<file path="config.mk">
export PLATFORM = sky130hd
export DESIGN_NAME = rstmode_detect
export DESIGN_NICKNAME = d
export VERILOG_FILES = /design/src/rtl/rstmode_pkg.sv /design/src/rtl/rmd_sync2.sv /design/src/rtl/rmd_mcycle_timer.sv /design/src/rtl/rmd_mode_latch.sv /design/src/rtl/rstmode_detect.sv
export SDC_FILE = /design/constraint.sdc
export NUM_CORES = 1
export LEC_CHECK = 0
export ABC_AREA = 1
export BUFFER_PORTS_ARGS = -buffer_cell sky130_fd_sc_hd__buf_2
export CORE_MARGIN = 4
export CORE_UTILIZATION = 45
export DETAILED_ROUTE_END_ITERATION = 12
export MAX_ROUTING_LAYER = met4
export PLACE_DENSITY_LB_ADDON = 0.15
export RECOVER_POWER = 100
export SLEW_MARGIN = 25
export SYNTH_ARGS = -nofsm -noshare
export SYNTH_HDL_FRONTEND = slang
export SYNTH_SLANG_ARGS = --single-unit
export TNS_END_PERCENT = 30
</file>
<file path="constraint.sdc">
create_clock -name clk -period 1.61 [get_ports clk]
set_clock_uncertainty 0.2 [all_clocks]
set_input_delay 0.2415 -clock clk [delete_from_list [all_inputs] [get_ports clk]]
set_output_delay 0.2415 -clock clk [all_outputs]
set_load 0.02 [all_outputs]
</file>
<file path="src/rtl/rstmode_pkg.sv">
package rstmode_pkg;
  localparam int unsigned STD_MC_CLKS  = 12;
  localparam int unsigned FAST_MC_CLKS = 6;
  localparam int unsigned RESET_MCS    = 2;
  localparam int unsigned HOST_MCS     = 11;

  // machine-cycle length in oscillator clocks for the selected clock mode
  function automatic int unsigned mc_len(input logic fast,
                                         input int unsigned std_len,
                                         input int unsigned fast_len);
    return fast ? fast_len : std_len;
  endfunction
endpackage

</file>
<file path="src/rtl/rmd_sync2.sv">
module rmd_sync2 #(
  parameter int unsigned     W       = 1,
  parameter logic [W-1:0]    RST_VAL = '0
) (
  input  logic         clk,
  input  logic         por_n,
  input  logic [W-1:0] d,
  output logic [W-1:0] q
);
  logic [W-1:0] meta;

  always_ff @(posedge clk or negedge por_n) begin
    if (!por_n) begin
      meta <= RST_VAL;
      q    <= RST_VAL;
    end else begin
      meta <= d;
      q    <= meta;
    end
  end
endmodule

</file>
<file path="src/rtl/rmd_mcycle_timer.sv">
module rmd_mcycle_timer
  import rstmode_pkg::*;
#(
  parameter int unsigned STD_CLKS  = STD_MC_CLKS,
  parameter int unsigned FAST_CLKS = FAST_MC_CLKS,
  parameter int unsigned RESET_MC  = RESET_MCS,
  parameter int unsigned HOST_MC   = HOST_MCS
) (
  input  logic clk,
  input  logic por_n,
  input  logic hold,
  input  logic fast,
  output logic core_rst,
  output logic host_qual
);
  localparam int unsigned PH_W = $clog2(STD_CLKS);
  localparam int unsigned MC_W = $clog2(HOST_MC + 1);

  logic [PH_W-1:0] ph;
  logic [MC_W-1:0] mc;
  logic [PH_W-1:0] ph_last;
  logic            mc_tick;
  logic            mc_full;

  assign ph_last = PH_W'(mc_len(fast, STD_CLKS, FAST_CLKS) - 1);
  assign mc_tick = hold && (ph >= ph_last);
  assign mc_full = (mc == MC_W'(HOST_MC));

  always_ff @(posedge clk or negedge por_n) begin
    if (!por_n) begin
      ph <= '0;
      mc <= '0;
    end else if (!hold) begin
      ph <= '0;
      mc <= '0;
    end else if (mc_tick) begin
      ph <= '0;
      if (!mc_full) mc <= mc + 1'b1;
    end else begin
      ph <= ph + 1'b1;
    end
  end

  assign core_rst  = (mc >= MC_W'(RESET_MC));
  assign host_qual = (mc >= MC_W'(HOST_MC));

  AST_COUNT_CLEARS: assert property (@(posedge clk) disable iff (!por_n)
    !hold |=> (mc == '0)) else $error("count kept after pin drop");
  AST_COUNT_STEPS: assert property (@(posedge clk) disable iff (!por_n)
    (mc_tick && !mc_full) |=> (mc == $past(mc) + 1'b1)) else $error("machine cycle lost");
  AST_RST_NEEDS_PIN: assert property (@(posedge clk) disable iff (!por_n)
    $rose(core_rst) |-> $past(hold)) else $error("reset without pin");
endmodule

</file>
<file path="src/rtl/rmd_mode_latch.sv">
module rmd_mode_latch (
  input  logic clk,
  input  logic por_n,
  input  logic hold,
  input  logic core_rst,
  input  logic host_qual,
  input  logic strobe_fall,
  output logic host_mode,
  output logic run_normal
);
  logic pend;
  logic arm_host;
  logic release_evt;
  logic enter_rst;

  assign arm_host    = hold && host_qual && strobe_fall;
  assign release_evt = !hold && core_rst;
  assign enter_rst   = hold && core_rst;

  always_ff @(posedge clk or negedge por_n) begin
    if (!por_n) begin
      pend       <= 1'b0;
      host_mode  <= 1'b0;
      run_normal <= 1'b1;
    end else begin
      if (!hold)         pend <= 1'b0;
      else if (arm_host) pend <= 1'b1;
      if (release_evt) begin
        host_mode  <= pend;
        run_normal <= !pend;
      end else if (enter_rst) begin
        host_mode  <= 1'b0;
        run_normal <= 1'b0;
      end
    end
  end

  AST_FLAGS_EXCLUSIVE: assert property (@(posedge clk) disable iff (!por_n)
    !(host_mode && run_normal)) else $error("both modes set");
  AST_FLAGS_QUIET: assert property (@(posedge clk) disable iff (!por_n)
    enter_rst |=> (!host_mode && !run_normal)) else $error("flag set in reset");
  AST_ONE_AT_RELEASE: assert property (@(posedge clk) disable iff (!por_n)
    release_evt |=> (host_mode != run_normal)) else $error("no mode at release");
  AST_MODE_HELD: assert property (@(posedge clk) disable iff (!por_n)
    !core_rst |=> ($stable(host_mode) && $stable(run_normal))) else $error("mode moved");
  AST_HOST_AT_RELEASE: assert property (@(posedge clk) disable iff (!por_n)
    $rose(host_mode) |-> $past(!hold)) else $error("host mode early");
endmodule

</file>
<file path="src/rtl/rstmode_detect.sv">
module rstmode_detect
  import rstmode_pkg::*;
#(
  parameter int unsigned STD_CLKS  = STD_MC_CLKS,
  parameter int unsigned FAST_CLKS = FAST_MC_CLKS,
  parameter int unsigned RESET_MC  = RESET_MCS,
  parameter int unsigned HOST_MC   = HOST_MCS
) (
  input  logic clk,
  input  logic por_n,
  input  logic rst_pin,
  input  logic psen_pin,
  input  logic half_cycle,
  output logic core_rst,
  output logic host_mode,
  output logic run_normal
);
  logic [1:0] sync_q;
  logic       rst_s;
  logic       psen_s;
  logic       psen_q;
  logic       psen_fall;
  logic       host_qual;

  rmd_sync2 #(.W(2), .RST_VAL(2'b10)) u_sync (
    .clk(clk), .por_n(por_n), .d({psen_pin, rst_pin}), .q(sync_q)
  );
  assign rst_s  = sync_q[0];
  assign psen_s = sync_q[1];

  always_ff @(posedge clk or negedge por_n) begin
    if (!por_n) psen_q <= 1'b1;
    else        psen_q <= psen_s;
  end
  assign psen_fall = psen_q && !psen_s;

  rmd_mcycle_timer #(
    .STD_CLKS(STD_CLKS), .FAST_CLKS(FAST_CLKS),
    .RESET_MC(RESET_MC), .HOST_MC(HOST_MC)
  ) u_timer (
    .clk(clk), .por_n(por_n), .hold(rst_s), .fast(half_cycle),
    .core_rst(core_rst), .host_qual(host_qual)
  );

  rmd_mode_latch u_latch (
    .clk(clk), .por_n(por_n), .hold(rst_s), .core_rst(core_rst),
    .host_qual(host_qual), .strobe_fall(psen_fall),
    .host_mode(host_mode), .run_normal(run_normal)
  );

  AST_RESET_DROPS: assert property (@(posedge clk) disable iff (!por_n)
    (!rst_s && core_rst) |=> !core_rst) else $error("reset stuck");
endmodule

</file>
Word level (Yosys, flattened, before mapping)
Cells that the tools add are included.
- register bits after elaboration: 16
- logic and storage cells: 40
- reductions and logical operators: 11
- order comparisons: 3
- add/sub/neg operators: 3
- muxes and demuxes: 11
- equal/unequal tests: 4
- operators with widths (cell ; count):
    $mux 4 ; 6
    $add 4x1->4 const B ; 2
    $logic_and 1x1->1 ; 6
    $mux 1 ; 5
    $eq 4x4->1 const B ; 1
    $ge 4x2->1 const B ; 1
    $ge 4x4->1 ; 1
    $ge 4x4->1 const B ; 1
    $ne 2x1->1 const B ; 2
    $sub 4x1->4 const B ; 1
    $logic_not 1->1 ; 3
    $ne 2x2->1 const B ; 1
    $reduce_and 2->1 ; 1
    $reduce_bool 2->1 ; 1

Depth between registers and ports, before layout
- depth after elaboration: 6
- gate-level depth with buffers: 9

Cells and area by module
A second synthesis with hierarchy kept.
- cells, all modules: 83
- area total of the unflattened synthesis: 758.2 µm²
- modules (own cells, without submodules) (module ; area each (µm²) ; seq. area each (µm²) ; cells each ; instances):
    rmd_mcycle_timer ; 494.2 ; 200.2 ; 62 ; 1
    rmd_mode_latch ; 125.1 ; 76.3 ; 14 ; 1
    rmd_sync2 ; 102.6 ; 102.6 ; 4 ; 1
    rstmode_detect ; 36.3 ; 26.3 ; 3 ; 1

Worst setup path after synthesis
No wires, ideal clock.
- kind: register to register
- from: register u_timer.mc[0]
- to: register u_latch.host_mode
- required time: 1277 ps
- path slack: 120 ps
- stages on the path, launching flop included: 7
- arrival time: 1158 ps
- period minus slack after synthesis: 1490 ps
- path buffers: 0
- cell sequence: dfrtp_1 inv_1 ha_1 nor2_1 nand3_1 nand2_1 o22ai_1
- word-level cells in the longest chain between the ends: 3
- elaborated cells on any way between the ends: 5
- those cells by class: order compare (1); mux (1); reduce/logical (3)
- RTL lines (element ; line ; source):
    start, declared ; rmd_mcycle_timer.sv:20 ; logic [MC_W-1:0] mc;
    start signal, assigned ; rmd_mcycle_timer.sv:38 ; if (!mc_full) mc <= mc + 1'b1;
    $ge 4x2->1 (*) ; rmd_mcycle_timer.sv:44 ; assign core_rst = (mc >= MC_W'(RESET_MC));
    named net core_rst ; rstmode_detect.sv:14 ; output logic core_rst,
    $logic_and 1x1->1, on equally long branches ; rmd_mode_latch.sv:17, rmd_mode_latch.sv:18 ;
    $mux 1 / $reduce_bool 2->1 (equally long branches) ; n/a ;
    end signal, assigned ; rmd_mode_latch.sv:29 ; host_mode <= pend;
    end, declared ; rmd_mode_latch.sv:8 ; output logic host_mode,
The timed path passes the listed nets; every way through them passes the cells marked *.
A chain may end at the register's enable or synchronous reset.

Worst setup path in the final report
- from: register u_timer.mc[0]
- to: register u_timer.mc[0]
- word-level cells in the longest chain between the ends: 4
- elaborated cells on any way between the ends: 7
- those cells by class: add/sub (1); eq/ne (2); mux (3); reduce/logical (1)
- RTL lines (element ; line ; source):
    $add 4x1->4 ; rmd_mcycle_timer.sv:38 ;
    $mux 4 ; rmd_mcycle_timer.sv:38 ;
    $mux 4 ; rmd_mcycle_timer.sv:36 ; end else if (mc_tick) begin
    $mux 4 ; rmd_mcycle_timer.sv:33 ; end else if (!hold) begin
Parallel ways exist; a longest one is shown, timed or not. The select of a mux whose other input is x is not followed.

==> summary by stage <==
Finish
The commonest non-fill, non-tap cell in the layout is nand2_1. The number of inserted diodes is 0. The net count of the finished layout is 114. The relative area change from synthesis to final layout is 33.7%. The non-filler instance count after layout is 118. In the layout the commonest cells are nand2_1 (15), inv_1 (12), dfrtp_1 (11).

Counting the fill cells in the layout gives 122. The fraction of layout instances using a drive strength above 1 is 33.3%.

CTS
CTS built an H-tree with a depth of 1. Counting every sink on the clock net gives 16. CTS placed an instance of clkbuf_4 at the clock tree root. Clock-pin slew was measured on the worst setup and hold paths at 0.09 ns. The clock tree from TritonCTS is done. The number of clock buffers added by TritonCTS is 3. At the later pin of the worst-skew pair, clock insertion delay measures 0.29 ns. The number of buffers on the longest clock path is 2.

Yosys
After synthesis, flip-flops and latches occupy 54.8% of the total area. The post-synthesis average cell area is 9.60 um2. The cell type with the largest total area after synthesis is dfrtp_1. The share of synthesized area in the top cell type comes to 40.6%.

By area the synthesized netlist is led by dfrtp_1 (41%), dfstp_2 (14%), ha_1 (10%). Synthesis inferred 16 register bits. The cell count after synthesis came out at 77. The synthesized netlist occupies a cell area of 739 um2. The number of nets in the synthesized netlist is 88. For this run, the number of Yosys warnings is 0. Counting distinct cell types in the post-synthesis netlist gives 17.

Power
The areal power density over the cells is 1100 mW/mm2. IR analysis of the VDD net gives a maximum drop of 639 uV. In this run the static leakage power is 0.492 nW.

Global route
The via count of the first global-routing pass was 568. The number of antenna violations at the first check in global routing is 0. The maximum number of pins on one net before global-route repair is 17. The combined global-route utilization of all metal layers is 14.0%. The first global-routing pass estimated 2.51 mm of wire. After global routing the overflow that remains totals 0.

Setup path
The most numerous cell type found on the critical path is buf_4. The type of destination of the critical path is a register. For the worst setup path, the data required time is 1.59 ns. The reg-to-reg startpoint is u_timer.mc[0]$_DFFE_PN0P_. The worst register-to-register path ends at u_timer.mc[0]$_DFFE_PN0P_. Of all nets on the critical path, the largest fanout is 2. The depth of the most critical reg-to-reg path is 10. The critical path goes through inv_2 > buf_4 > buf_4 > buf_4 > buf_4 > buf_4 > buf_4 > buf_6 > nand2_1 > o21ai_1. The flop-to-flop setup slack is -0.07 ns.

The kind of critical path is reg2reg. The largest individual stage delay along the critical path comes from the cell dfrtp_1. The longest individual stage delay on the worst path is 0.38 ns. At the worst endpoint, the arrival time is 1.66 ns. The kind of start point of the critical path is a register.

Place
The detailed-placement wirelength estimate is 830 um. The global placer's final weighted congestion is 0.819. Input and output buffers added on the ports amount to 7.

Once placement completed, the tool counted placed cells totaling 100. Timing analysis after detailed placement gives a worst setup slack of 0.0681 ns.

Min path
The worst hold path stage count is 0. The worst hold path begins at u_sync.meta[0]$_DFF_PN0_. The endpoint of the worst hold path is u_sync.q[0]$_DFF_PN0_. The type of the tightest min-delay check is reg2reg.

Status
The flow ran to the end, but the final reports show violations. The checks that failed: setup timing.

Die
The total area inside the core boundary comes to 0.00152 mm2. The standard-cell row count is 14. Once the floorplan was initialized, standard cells occupied 48.5% of the core. The die covers 0.00236 mm2. Measured along the x axis, the die boundary spans 48.5 um. The count of boundary I/O pins is 8. The overall die height is 48.5 um.

STA
The count of endpoints failing hold in the final timing report came to 0. Across all hold checks on the routed design, the worst slack comes to 0.154 ns. The minimum clock period is 1.68 ns. For the pin with the worst max-slew slack, the measured transition is 0.853 ns. For this run, the top clock speed supported by timing is 595 MHz.

The post-route clock period utilization is 104%. The final count of negative-setup-slack endpoints is 2. The relative max-transition margin is 43.1%. In the post-route analysis, the smallest setup slack over all paths is -0.0711 ns. Setup repair after global routing could not meet its margin everywhere. The number of max-slew violations in the final report was 0.

Drt
The detailed router finished its first iteration with 15 violations. Summing over every cut layer, the via total after detailed routing is 598. The first-pass iteration count of the detailed router is 5. The final wirelength is 1.42 mm. The count of nets left with antenna violations once routing finished came out at 0. The detailed-route vias per instance is 5.07. The post-detailed-route wirelength per cell is 12.1 um.

For this run, design rule violations remaining after detail routing come to 0.

Flow run
Max-cap violations in this run came to 0.
==> through the flow <==
| stage | utilization [%] | TNS [ns] | power [mW] | area [um2] |
|---|---|---|---|---|
| 2_1_floorplan | - | 0 | 0.623 | 739 |
| 4_1_cts | 63.1 | -0.0453 | 1.07 | 962 |
| 3_5_place_dp | 52.1 | 0 | 0.686 | 795 |
| 6_report | 64.9 | -0.120 | 1.08 | 988 |
| 5_1_grt | 64.9 | -0.627 | 1.16 | 988 |
| 3_3_place_gp | 52.1 | 0 | 0.681 | 795 |
==> flip-flops by register name (all words and copies together), names as in the netlist <==
signal              cells
u_latch.pend            1
u_timer.ph              4
u_sync.q                2
psen_q                  1
u_latch.run_normal      1
u_timer.mc              4
u_latch.host_mode       1
u_sync.meta             2
==> synthesized netlist by cell type <==
cell type	instances
inv_1	13
xor2_1	1
o21ai_0	3
dfstp_2	4
xnor2_1	1
dfrtp_1	12
nand3_1	5
nand2_2	1
a21oi_1	2
ha_1	6
nand4_1	2
nand2_4	1
nor2_1	7
nand2_1	14
o22ai_1	2
o21ai_2	1
or2_2	2
==> cell families (layout without fill, tap and decap cells) <==
family | after synthesis | count (layout) | share of synthesized area [%]
XOR/XNOR | 2 | 2 | 2.37
AND/OR/NAND/NOR | 32 | 32 | 19.8
flip-flops | 16 | 16 | 54.8
adder cells (fa/ha/maj) | 6 | 6 | 10.2
AO/OA/AOI/OAI | 8 | 8 | 6.26
buffers and inverters | 13 | 38 | 6.60
==> critical path: cells and delay by family, from the launching register on <==
kind	cells	cell delay, ns
buffers and inverters	8	0.88
DFF	1	0.38
AOI/OAI and AO/OA	1	0.06
and+or+nand+nor	1	0.04
==> metal layers <==
metal / global-route usage, % / share of wire, %
met4: 4.04 / 2.2
met3: 4.60 / 4.6
met5: - / 0
met2: 22.4 / 51
met1: 16.7 / 43
==> worst max-delay path by stage <==
stage | startpoint | end | slack [ns] | depth (start not counted)
detailed placement | u_timer.mc[0]$_DFFE_PN0P_ | core_rst | 0.07 | 5
global placement | u_timer.mc[0]$_DFFE_PN0P_ | core_rst | 0.07 | 5
global route | u_timer.mc[0]$_DFFE_PN0P_ | u_timer.mc[0]$_DFFE_PN0P_ | -0.15 | 10
CTS | u_timer.mc[1]$_DFFE_PN0P_ | core_rst | -0.05 | 4
finish | u_timer.mc[0]$_DFFE_PN0P_ | u_timer.mc[0]$_DFFE_PN0P_ | -0.07 | 10
floorplan | u_timer.mc[0]$_DFFE_PN0P_ | u_latch.host_mode$_DFFE_PN0P_ | 0.12 | 6
==> area by class of cell <==
type / instances / area, um2 / share of cell area [%]
multi-input cells: 48 / 323 / 32.7
repair buffers: 21 / 154 / 15.6
flip-flops and latches: 16 / 407 / 41.1
inverters: 13 / 48.8 / 4.94
clock buffers: 4 / 36.3 / 3.67
well taps: 16 / 20.0 / 2.03
==> repair_timing <==
item / CTS / global route
setup buffers: 10 / 1
hold buffers: 3 / 0
endpoints found under the hold margin: 18 / 0
endpoints found under the setup margin: 1 / 5
pin swaps: 3 / 4
resized for setup: 9 / 4
==> report_power, final <==
part | internal [mW] | switching [mW] | total, mW | leakage [nW]
sequential | 0.454 | 0.0315 | 0.486 | 0.199
clock | 0.138 | 0.126 | 0.264 | 0.0210
combinational | 0.170 | 0.163 | 0.334 | 0.272
Power figures use the tool's default switching activity.
